[config.mk]
export PLATFORM = sky130hd
export DESIGN_NAME = fpabs_unit
export DESIGN_NICKNAME = d
export VERILOG_FILES = /design/src/rtl/fpabs_pkg.sv /design/src/rtl/fpabs_regfile.sv /design/src/rtl/fpabs_ctrl.sv /design/src/rtl/fpabs_status.sv /design/src/rtl/fpabs_unit.sv
export SDC_FILE = /design/constraint.sdc
export NUM_CORES = 1
export LEC_CHECK = 0
export BUFFER_PORTS_ARGS = -buffer_cell sky130_fd_sc_hd__buf_2
export CORE_UTILIZATION = 45
export DETAILED_ROUTE_END_ITERATION = 6
export HOLD_SLACK_MARGIN = 0.15
export PLACE_DENSITY = 0.61
export SLEW_MARGIN = 20
export SYNTH_ARGS = -nofsm -noshare
export SYNTH_HDL_FRONTEND = slang
export SYNTH_SLANG_ARGS = --single-unit
[constraint.sdc]
create_clock -name clk -period 6.35 [get_ports clk]
set_input_delay 1.27 -clock clk [delete_from_list [all_inputs] [get_ports clk]]
set_output_delay 1.27 -clock clk [all_outputs]
set_load 0.1 [all_outputs]
[src/rtl/fpabs_pkg.sv]
package fpabs_pkg;

    localparam int WORD_W   = 16;
    localparam int REG_CNT  = 16;
    localparam int IDX_W    = $clog2(REG_CNT);
    localparam int MANT_W   = 24;
    localparam int EXP_W    = 8;
    localparam int OPC_W    = WORD_W - 2 * IDX_W;
    localparam int PI_W     = 16;
    localparam int PI_FOVF  = 3;
    localparam int LOW_MANT = MANT_W - WORD_W;

    localparam logic [MANT_W-1:0] MANT_MIN  = {1'b1, {(MANT_W-1){1'b0}}};
    localparam logic [MANT_W-1:0] MANT_HALF = {2'b01, {(MANT_W-2){1'b0}}};
    localparam logic [MANT_W-1:0] MANT_MAX  = {1'b0, {(MANT_W-1){1'b1}}};
    localparam logic [EXP_W-1:0]  EXP_MAX   = {1'b0, {(EXP_W-1){1'b1}}};

    typedef struct packed {
        logic [MANT_W-1:0] mant;
        logic [EXP_W-1:0]  expo;
    } fpval_t;

    typedef struct packed {
        fpval_t val;
        logic   ovf;
    } absres_t;

    typedef struct packed {
        logic [OPC_W-1:0] opc;
        logic [IDX_W-1:0] dst;
        logic [IDX_W-1:0] src;
    } instr_t;

    typedef enum logic [3:0] {
        CS_NONE = 4'b0000,
        CS_NEG  = 4'b0001,
        CS_ZERO = 4'b0010,
        CS_POS  = 4'b0100
    } cs_t;

    typedef enum logic [1:0] {
        ST_IDLE,
        ST_READ,
        ST_WRITE
    } st_t;

    function automatic absres_t fp_abs(input fpval_t x);
        absres_t r;
        r.val = x;
        r.ovf = 1'b0;
        if (x.mant[MANT_W-1]) begin
            if (x.mant == MANT_MIN) begin
                if (x.expo == EXP_MAX) begin
                    r.val.mant = MANT_MAX;
                    r.val.expo = EXP_MAX;
                    r.ovf      = 1'b1;
                end else begin
                    r.val.mant = MANT_HALF;
                    r.val.expo = x.expo + {{(EXP_W-1){1'b0}}, 1'b1};
                end
            end else begin
                r.val.mant = ~x.mant + {{(MANT_W-1){1'b0}}, 1'b1};
            end
        end
        return r;
    endfunction

    function automatic cs_t cs_of(input fpval_t v);
        if (v == '0)
            return CS_ZERO;
        else if (v.mant[MANT_W-1])
            return CS_NEG;
        else
            return CS_POS;
    endfunction

endpackage

[src/rtl/fpabs_regfile.sv]
module fpabs_regfile #(
    parameter int W  = 16,
    parameter int N  = 16,
    parameter int AW = $clog2(N)
) (
    input  logic          clk,
    input  logic          rst,
    input  logic          we_a,
    input  logic [AW-1:0] wa_a,
    input  logic [W-1:0]  wd_a,
    input  logic          we_b,
    input  logic [AW-1:0] wa_b,
    input  logic [W-1:0]  wd_b,
    input  logic          ld_en,
    input  logic [AW-1:0] ld_addr,
    input  logic [W-1:0]  ld_data,
    input  logic [AW-1:0] ra_a,
    input  logic [AW-1:0] ra_b,
    input  logic [AW-1:0] ra_c,
    output logic [W-1:0]  rd_a,
    output logic [W-1:0]  rd_b,
    output logic [W-1:0]  rd_c
);

    logic [W-1:0] mem [N];

    always_ff @(posedge clk) begin
        for (int i = 0; i < N; i++) begin
            if (rst)
                mem[i] <= '0;
            else if (we_a && wa_a == AW'(i))
                mem[i] <= wd_a;
            else if (we_b && wa_b == AW'(i))
                mem[i] <= wd_b;
            else if (ld_en && ld_addr == AW'(i))
                mem[i] <= ld_data;
        end
    end

    assign rd_a = mem[ra_a];
    assign rd_b = mem[ra_b];
    assign rd_c = mem[ra_c];

endmodule

[src/rtl/fpabs_ctrl.sv]
module fpabs_ctrl
    import fpabs_pkg::*;
#(
    parameter logic [OPC_W-1:0] OPC = 8'hA5
) (
    input  logic             clk,
    input  logic             rst,
    input  logic             instr_valid,
    input  instr_t           instr,
    output logic             busy,
    output logic             done,
    output logic             cap_en,
    output logic [IDX_W-1:0] src_idx,
    output logic [IDX_W-1:0] dst_idx
);

    st_t              state;
    logic [IDX_W-1:0] src_q;
    logic [IDX_W-1:0] dst_q;
    logic             take;

    assign take = (state == ST_IDLE) && instr_valid && (instr.opc == OPC);

    always_ff @(posedge clk) begin
        if (rst) begin
            state <= ST_IDLE;
            src_q <= '0;
            dst_q <= '0;
        end else begin
            unique case (state)
                ST_IDLE:  if (take) begin
                    state <= ST_READ;
                    src_q <= instr.src;
                    dst_q <= instr.dst;
                end
                ST_READ:  state <= ST_WRITE;
                ST_WRITE: state <= ST_IDLE;
                default:  state <= ST_IDLE;
            endcase
        end
    end

    assign busy    = (state != ST_IDLE);
    assign done    = (state == ST_WRITE);
    assign cap_en  = (state == ST_READ);
    assign src_idx = src_q;
    assign dst_idx = dst_q;

endmodule

[src/rtl/fpabs_status.sv]
module fpabs_status
    import fpabs_pkg::*;
(
    input  logic            clk,
    input  logic            rst,
    input  logic            upd,
    input  absres_t         res,
    input  logic            pi_clr,
    output logic [3:0]      cs,
    output logic [PI_W-1:0] pi
);

    cs_t  cs_q;
    logic fovf_q;

    always_ff @(posedge clk) begin
        if (rst) begin
            cs_q   <= CS_NONE;
            fovf_q <= 1'b0;
        end else begin
            if (upd)
                cs_q <= cs_of(res.val);
            if (upd && res.ovf)
                fovf_q <= 1'b1;
            else if (pi_clr)
                fovf_q <= 1'b0;
        end
    end

    assign cs = cs_q;

    always_comb begin
        pi          = '0;
        pi[PI_FOVF] = fovf_q;
    end

endmodule

[src/rtl/fpabs_unit.sv]
module fpabs_unit
    import fpabs_pkg::*;
#(
    parameter logic [OPC_W-1:0] FABS_OPC = 8'hA5
) (
    input  logic              clk,
    input  logic              rst,
    input  logic              instr_valid,
    input  logic [WORD_W-1:0] instr_word,
    input  logic              ld_en,
    input  logic [IDX_W-1:0]  ld_addr,
    input  logic [WORD_W-1:0] ld_data,
    input  logic [IDX_W-1:0]  peek_addr,
    output logic [WORD_W-1:0] peek_data,
    input  logic              pi_clr,
    output logic              busy,
    output logic              done,
    output logic [3:0]        cs,
    output logic [PI_W-1:0]   pi
);

    localparam logic [IDX_W-1:0] ONE_IDX = {{(IDX_W-1){1'b0}}, 1'b1};

    logic              cap_en;
    logic [IDX_W-1:0]  src_idx;
    logic [IDX_W-1:0]  dst_idx;
    logic [WORD_W-1:0] src_hi;
    logic [WORD_W-1:0] src_lo;
    fpval_t            op_q;
    absres_t           res;

    fpabs_ctrl #(.OPC(FABS_OPC)) ctrl_i (
        .clk         (clk),
        .rst         (rst),
        .instr_valid (instr_valid),
        .instr       (instr_t'(instr_word)),
        .busy        (busy),
        .done        (done),
        .cap_en      (cap_en),
        .src_idx     (src_idx),
        .dst_idx     (dst_idx)
    );

    fpabs_regfile #(.W(WORD_W), .N(REG_CNT), .AW(IDX_W)) rf_i (
        .clk     (clk),
        .rst     (rst),
        .we_a    (done),
        .wa_a    (dst_idx),
        .wd_a    (res.val.mant[MANT_W-1 -: WORD_W]),
        .we_b    (done),
        .wa_b    (dst_idx + ONE_IDX),
        .wd_b    ({res.val.mant[LOW_MANT-1:0], res.val.expo}),
        .ld_en   (ld_en),
        .ld_addr (ld_addr),
        .ld_data (ld_data),
        .ra_a    (src_idx),
        .ra_b    (src_idx + ONE_IDX),
        .ra_c    (peek_addr),
        .rd_a    (src_hi),
        .rd_b    (src_lo),
        .rd_c    (peek_data)
    );

    always_ff @(posedge clk) begin
        if (rst)
            op_q <= '0;
        else if (cap_en)
            op_q <= {src_hi, src_lo};
    end

    assign res = fp_abs(op_q);

    fpabs_status status_i (
        .clk    (clk),
        .rst    (rst),
        .upd    (done),
        .res    (res),
        .pi_clr (pi_clr),
        .cs     (cs),
        .pi     (pi)
    );

endmodule

==> flow_metrics.tcl, run 1 <==
set metrics [dict create \
    dr_total_vias 18100 \
    cts_root_buf "sky130_fd_sc_hd__clkbuf_16" \
    hold_sp "status_i.cs[1]" \
    routabilityCongestion 0.943 \
    grt_max_degree 89 \
    synthArstFlopShare_pct 0 \
    startpoint_type "input pin" \
    period_needed_ns 4.93 \
    clkLatencyLatePin_ns 0.55 \
    top_flip_flop_cell_by_instance_count_after_synthesis "sky130_fd_sc_hd__edfxtp_1" \
    fillerInstances 3963 \
    synthesis.area_per_instance_sq_um 11.8 \
    r2r-start "op_q[8]" \
    total_power_mw 5.04 \
    data_required_time_of_the_worst_path_ns 5.08 \
    post-cts-setup-buffer-count 0 \
    rsz0062_at_grt "false" \
    ir_drop_mv 0.146 \
    powerDensity_nw_per_um2 220 \
    drt-initial-drc-count 3415 \
    global_route_wire_length_before_repair_microns 120000 \
    finalMaxSlewViolations 0 \
    die_height_microns 217 \
    run_status "finished clean" \
    clock_tree_from_tritoncts "built" \
    synth_cells 1753 \
    ctsHtreeMaxLevel 2 \
    synth.yosys.seq_area_share_pct 41.5 \
    setup-violations-final 0 \
    maxCapViolations 0 \
    synth_edf_count 256 \
    clock_path_buffers 3 \
    gr-usage-all-layers_pct 35.8 \
    drt-vias-per-instance 7.78 \
    proportion_of_layout_cells_with_a_drive_suffix_above_1_pct 29.1 \
    cts.hold.buffers_added 0 \
    hold_viol_final 0 \
    placed_cells_incl_taps 2261 \
    drt_first_pass_iters 6 \
    synth.lib_cells_used.distinct 66 \
    critPathCaptureType "primary output" \
    globalRouteOverflowTotal 0 \
    leakage_nw 7.07 \
    reg2reg_setup_slack_ns 1.92 \
    timing.hold.worst_path_depth 2 \
    top_level_ports 83 \
    detail_route.wirelength_microns 84600 \
    timing.setup.critical_path_class "in -> out" \
    area_delta_synth_final_pct 10.5 \
    cts_inserted_buffers 34 \
    path_clk_slew_ns 0.06 \
    postRouteAntennaNets 0 \
    clock.fmax_ghz 0.203 \
    register_bit_count_reported_by_yosys 302 \
    final_cell_count_no_fill 2324 \
    antenna_found_initial 5 \
    cts_resized 0 \
    worst-r2r-cell-count 10 \
    hold_slack_ns 0.459 \
    place.port_buffers 66 \
    dp.final_hpwl_microns 48300 \
    timing.max_slew.rel_slack_pct 20.0 \
    synth_area_sq_um 20800 \
    hold_class "reg -> reg" \
    timing_worst_slew_pin_value_ns 1.20 \
    initial_core_util_pct 45.6 \
    routed_wire_length_per_instance_microns 36.4 \
    floorplan.die.width_microns 217 \
    drt_drc_violations_left 0 \
    crit-reg2reg-capture "status_i.cs[2]" \
    hold_endpoint "status_i.cs[1]" \
    critical_path_peak_fanout 28 \
    nNetsFinal 1745 \
    grt_pass1_vias 16700 \
    clock-sinks 302 \
    final_core_utilization_pct 50.4 \
    worstPathArrival_ns 3.66 \
    core_area_sq_um 45500 \
    layout_worst_path_cycle_share_pct 77.7 \
    num_rows 78 \
    dieArea_sq_um 47000 \
    fin_setup_tns_ns 0 \
    finalClockSkew_ns 0.0322 \
    synth_warnings 0 \
]
==> cell usage after synthesis, drive strengths merged, types with 2 or more instances <==
library cell,count,area [sq um]
a211oi,6,57.6
a21o,12,90.1
a21oi,58,290
a31oi,3,18.8
and2,2,12.5
and3,4,25.0
and3b,2,17.5
buf,61,320
clkbuf,187,702
clkinv,2,7.51
dfxtp,46,921
edfxtp,256,7690
ha,3,37.5
inv,8,30.0
mux2,3,33.8
mux2i,13,130
mux4,240,5410
nand2,337,1260
nand2b,17,106
nand3,15,75.1
nand3b,3,22.5
nand4,10,62.6
nor2,69,259
nor2b,6,37.5
nor3,22,121
nor3b,3,22.5
nor4,18,119
o211ai,2,15.0
o21ai,30,150
o221ai,245,2150
o22ai,11,68.8
o311ai,2,17.5
o31ai,3,36.3
o41ai,2,17.5
or2,3,18.8
or3,9,56.3
or4,8,63.8
or4b,3,30.0
xnor2,11,96.3
xor2,3,26.3
==> logic make-up after synthesis <==
family	Yosys count	share of synthesized area, %
buf+inv	258	5.11
fa+ha+maj	3	0.181
xor+xnor	14	0.591
flops	302	41.5
simple gates	535	11.3
other cells	1	0.0181
mux	256	26.8
compound gates	384	14.5
==> how the worst max path moves through the flow <==
stage                             from             to  depth (start not counted)
after floorplan           peek_addr[0]   peek_data[0]                          4
after global placement    peek_addr[0]  peek_data[12]                          5
after detailed placement  peek_addr[0]  peek_data[11]                          5
after CTS                 peek_addr[0]  peek_data[12]                          5
after global routing      peek_addr[0]  peek_data[12]                          5
final                     peek_addr[1]  peek_data[11]                          5
==> metal layers <==
| layer | routed length, microns | up-vias | GRT usage [%] |
|---|---|---|---|
| met1 | 29300 | 8990 | 47.5 |
| li1 | - | 7006 | - |
| met2 | 36100 | 1741 | 50.9 |
| met5 | 38 | - | 0 |
| met4 | 5350 | 6 | 20.1 |
| met3 | 13900 | 347 | 12.8 |
==> registers in the layout, indices dropped and copies added, names as in the netlist <==
register         count
ctrl_i.dst_idx       4
status_i.fovf_q      1
ctrl_i.state         2
status_i.cs          3
ctrl_i.src_idx       4
rf_i.mem           256
op_q                32
==> metrics by stage <==
stage                     worst slack [ns]  cell area, sq um
after floorplan                       1.59             20800
after global placement                1.53             21700
after detailed placement              1.48             21700
after CTS                             1.47             22900
after global routing                  1.40             22900
final                                 1.42             22900
==> critical path: stages <==
cell and delay [ns]:
sky130_fd_sc_hd__buf_2 0.58, sky130_fd_sc_hd__buf_4 0.53, sky130_fd_sc_hd__mux4_2 0.38, sky130_fd_sc_hd__mux4_2 0.51, sky130_fd_sc_hd__buf_2 0.33
==> final cells by class <==
cell class / count / area [sq um] / area share [%]
multi-input combinational: 1208 / 11400 / 49.8
antenna: 1 / 2.50 / 0.0109
clock inverter: 16 / 201 / 0.879
tap: 600 / 751 / 3.27
timing repair buffer: 141 / 921 / 4.02
inverter: 10 / 37.5 / 0.164
clock buffer: 46 / 978 / 4.27
sequential: 302 / 8620 / 37.6
==> placed cells by master, fill, tap and decap left out, types with 4 or more instances in the layout <==
| master | instances |
|---|---|
| sky130_fd_sc_hd__a21oi_1 | 57 |
| sky130_fd_sc_hd__clkbuf_1 | 6 |
| sky130_fd_sc_hd__mux4_2 | 240 |
| sky130_fd_sc_hd__edfxtp_1 | 256 |
| sky130_fd_sc_hd__nor4_1 | 12 |
| sky130_fd_sc_hd__clkinv_1 | 7 |
| sky130_fd_sc_hd__nor3_2 | 8 |
| sky130_fd_sc_hd__a21o_1 | 12 |
| sky130_fd_sc_hd__clkbuf_8 | 4 |
| sky130_fd_sc_hd__or4_1 | 7 |
| sky130_fd_sc_hd__and3_1 | 4 |
| sky130_fd_sc_hd__nor2_1 | 66 |
| sky130_fd_sc_hd__bufinv_16 | 4 |
| sky130_fd_sc_hd__buf_4 | 74 |
| sky130_fd_sc_hd__nand3_1 | 15 |
| sky130_fd_sc_hd__nor2b_1 | 4 |
| sky130_fd_sc_hd__inv_1 | 8 |
| sky130_fd_sc_hd__o22ai_1 | 11 |
| sky130_fd_sc_hd__mux2i_1 | 13 |
| sky130_fd_sc_hd__or3_1 | 9 |
| sky130_fd_sc_hd__nand4_1 | 10 |
| sky130_fd_sc_hd__o221ai_1 | 232 |
| sky130_fd_sc_hd__o21ai_0 | 25 |
| sky130_fd_sc_hd__a211oi_2 | 5 |
| sky130_fd_sc_hd__nand2_1 | 329 |
| sky130_fd_sc_hd__xnor2_1 | 10 |
| sky130_fd_sc_hd__buf_2 | 65 |
| sky130_fd_sc_hd__nand2_2 | 8 |
| sky130_fd_sc_hd__clkbuf_16 | 36 |
| sky130_fd_sc_hd__nand2b_1 | 17 |
| sky130_fd_sc_hd__conb_1 | 16 |
| sky130_fd_sc_hd__nor3_1 | 13 |
| sky130_fd_sc_hd__o221ai_2 | 13 |
| sky130_fd_sc_hd__dfxtp_1 | 43 |
| sky130_fd_sc_hd__nor4_2 | 5 |
==> power breakdown <==
part	leakage [nW]	switching (mW)	internal, mW
Clock	0.570	0.866	1.25
Sequential	2.91	0.0715	2.24
Combinational	3.58	0.406	0.204
Total	7.07	1.34	3.69
No activity file was read; power rests on OpenSTA's default activity.
==> inputs of run 2 (changes only) <==
--- a/config.mk
+++ b/config.mk
@@ -9,7 +9,7 @@
 export CORE_UTILIZATION = 45
 export DETAILED_ROUTE_END_ITERATION = 6
 export HOLD_SLACK_MARGIN = 0.15
-export PLACE_DENSITY = 0.61
+export PLACE_DENSITY = 0.64
 export SLEW_MARGIN = 20
 export SYNTH_ARGS = -nofsm -noshare
 export SYNTH_HDL_FRONTEND = slang
==> constraint.sdc (replaced) <==
create_clock -name clk -period 4.4 [get_ports clk]
set_input_delay 0.88 -clock clk [delete_from_list [all_inputs] [get_ports clk]]
set_output_delay 0.88 -clock clk [all_outputs]
set_load 0.1 [all_outputs]
==> run 2 against run 1 <==
Largest power group unchanged. Highest routed layer unchanged. Critical path depth is the same. Clock skew fell by 0.0083 ns. Flip-flop and latch count is the same. Critical endpoint is now peek_data[1].
==> flow_metrics.tcl, run 2 (synthesis results as in run 1) <==
set metrics [dict create \
    postRouteAntennaNets 0 \
    dp.final_hpwl_microns 49600 \
    slowest_delay_ns 0.55 \
    nNetsFinal 1770 \
    timing.max_slew.rel_slack_pct 26.2 \
    clkLatencyLatePin_ns 0.55 \
    antenna_found_initial 7 \
    met2_usage_pct 51.0 \
    maxCapViolations 0 \
    critical-path-top-cell-by-count "sky130_fd_sc_hd__mux4_2" \
    layout_worst_path_cycle_share_pct 86.8 \
    hold_class "reg -> reg" \
    largest_reg_flops 256 \
    rsz0062_at_grt "false" \
    die_height_microns 217 \
    final_cell_count_no_fill 2351 \
    drt-vias-per-instance 7.83 \
    r2r-start "op_q[9]" \
    grt.met3_usage_pct 14.1 \
    capture_point_of_the_worst_path "peek_data[1]" \
    ctsHtreeMaxLevel 2 \
    clock-sinks 302 \
    post-cts-setup-buffer-count 0 \
    proportion_of_layout_cells_with_a_drive_suffix_above_1_pct 29.3 \
    placed_cells_incl_taps 2285 \
    clock.fmax_ghz 0.262 \
    critPathCaptureType "primary output" \
    initial_core_util_pct 45.6 \
    cts_root_buf "sky130_fd_sc_hd__clkbuf_16" \
    core_area_sq_um 45500 \
    dr_total_vias 18400 \
    worstPathBufferInverterCount 3 \
    cts.hold.buffers_added 0 \
    fin_setup_tns_ns 0 \
    total_power_mw 7.26 \
    globalRouteOverflowTotal 0 \
    critical_path_peak_fanout 21 \
    finalClockSkew_ns 0.0238 \
    clock_path_buffers 3 \
    grt.busiest_layer "met2" \
    powerDensity_nw_per_um2 314 \
    num_rows 78 \
    global_route_track_usage_on_met1_pct 45.7 \
    timing_worst_slew_pin_value_ns 1.11 \
    cts_resized 0 \
    grt_pass1_vias 17400 \
    critical_path.cell_chain "buf_4, buf_12, mux4_2, mux4_2, buf_2" \
    most_used_cells_in_the_layout_excluding_fill_and_tap_cells "sky130_fd_sc_hd__nand2_1, sky130_fd_sc_hd__edfxtp_1, sky130_fd_sc_hd__mux4_2, sky130_fd_sc_hd__o221ai_1, sky130_fd_sc_hd__buf_4" \
    crit-reg2reg-capture "status_i.cs[2]" \
    post-route-worst-setup-slack_ns 0.579 \
    routed_wire_length_per_instance_microns 35.8 \
    routabilityCongestion 0.915 \
    worst-r2r-cell-count 10 \
    ir_drop_mv 0.211 \
    place.port_buffers 66 \
    netSwitchingFraction_pct 26.8 \
    startpoint_type "input pin" \
    run_status "finished clean" \
    cts_inserted_buffers 35 \
    cpLargestDelayFamily "multiplexers" \
    global_route_wire_length_before_repair_microns 121000 \
    largest_register "rf_i.mem" \
    comb_power_share_pct 12.3 \
    internal_power_mw 5.31 \
    worstPathArrival_ns 2.94 \
    area_delta_synth_final_pct 11.5 \
    finalMaxSlewViolations 0 \
    floorplan.die.width_microns 217 \
    top_level_ports 83 \
    final_common_cell "sky130_fd_sc_hd__nand2_1" \
    leakage_nw 7.19 \
    path_clk_slew_ns 0.06 \
    drt_drc_violations_left 0 \
    cp.depth 5 \
    critical_path.slowest_cell "sky130_fd_sc_hd__mux4_2" \
    setup-violations-final 0 \
    reg2reg_setup_slack_ns 0.60 \
    clock_power_share_pct 41.8 \
    grt_max_degree 131 \
    pwr-share-seq_pct 46.0 \
    biggestRegsByFlops "rf_i.mem: 256 flops, op_q: 32 flops" \
    period_needed_ns 3.82 \
    dieArea_sq_um 47000 \
    timing.setup.critical_path_class "in -> out" \
    data_required_time_of_the_worst_path_ns 3.52 \
    drt-initial-drc-count 3857 \
    hold_slack_ns 0.454 \
    clock_tree_from_tritoncts "built" \
    detail_route.wirelength_microns 84200 \
    gr-usage-all-layers_pct 35.6 \
    critPathLaunch "peek_addr[0]" \
    drt_first_pass_iters 6 \
    p_switching_mw 1.95 \
    hold_viol_final 0 \
    pre_cts_slack_ns 0.582 \
]
run 2: cell types whose count changed in the layout (fill, tap and decap cells not counted), moves of 3 or more:
cell / before / now
sky130_fd_sc_hd__buf_4: 74 / 91
sky130_fd_sc_hd__nand2_1: 329 / 337
sky130_fd_sc_hd__nand2_2: 8 / 0
sky130_fd_sc_hd__diode_2: 1 / 4
sky130_fd_sc_hd__buf_12: 2 / 9
sky130_fd_sc_hd__clkbuf_1: 6 / 10
run 2: worst min-delay path, cell delays in order, from the launching register on:
cell and delay [ns]:
sky130_fd_sc_hd__dfxtp_1 0.30, sky130_fd_sc_hd__nand3_1 0.05, sky130_fd_sc_hd__o21ai_1 0.05
run 2: worst min-delay path by stage:
stage | startpoint | slack (ns) | endpoint | depth (start not counted)
after floorplan | op_q[6] | 0.46 | op_q[6] | 2
after global placement | status_i.cs[0] | 0.44 | status_i.cs[0] | 2
after detailed placement | status_i.cs[1] | 0.45 | status_i.cs[1] | 2
after CTS | status_i.cs[1] | 0.46 | status_i.cs[1] | 2
after global routing | status_i.cs[1] | 0.48 | status_i.cs[1] | 2
final | status_i.cs[1] | 0.45 | status_i.cs[1] | 2
run 2: through the flow:
stage / utilization [%] / instance area [sq um]
2_1_floorplan: - / 20800
3_3_place_gp: 48.3 / 22000
3_5_place_dp: 48.3 / 22000
4_1_cts: 50.8 / 23100
5_1_grt: 50.9 / 23100
6_report: 50.9 / 23100
run 2: area by class of cell:
type	instances	area [sq um]
Fill cell	3900	22300
Timing Repair Buffer	165	1190
Clock buffer	48	966
Clock inverter	14	189
Sequential cell	302	8620
Inverter	10	37.5
Multi-Input combinational cell	1208	11400
Antenna cell	4	10.0
Tap cell	600	751
run 2: layer usage:
metal | vias up | wire length [microns]
met2 | 1903 | 35700
met3 | 397 | 14500
met5 | - | 39
met1 | 9033 | 28200
met4 | 6 | 5730
li1 | 7067 | -
run 2: power groups by stage:
stage / Clock (mW) / Sequential (mW) / Combinational (mW)
after CTS: 3.01 / 3.33 / 0.867
after detailed placement: 0 / 3.38 / 0.865
after global placement: 0 / 3.38 / 0.853
after floorplan: 0 / 3.34 / 0.635
after global routing: 3.12 / 3.34 / 0.898
final: 3.03 / 3.34 / 0.890
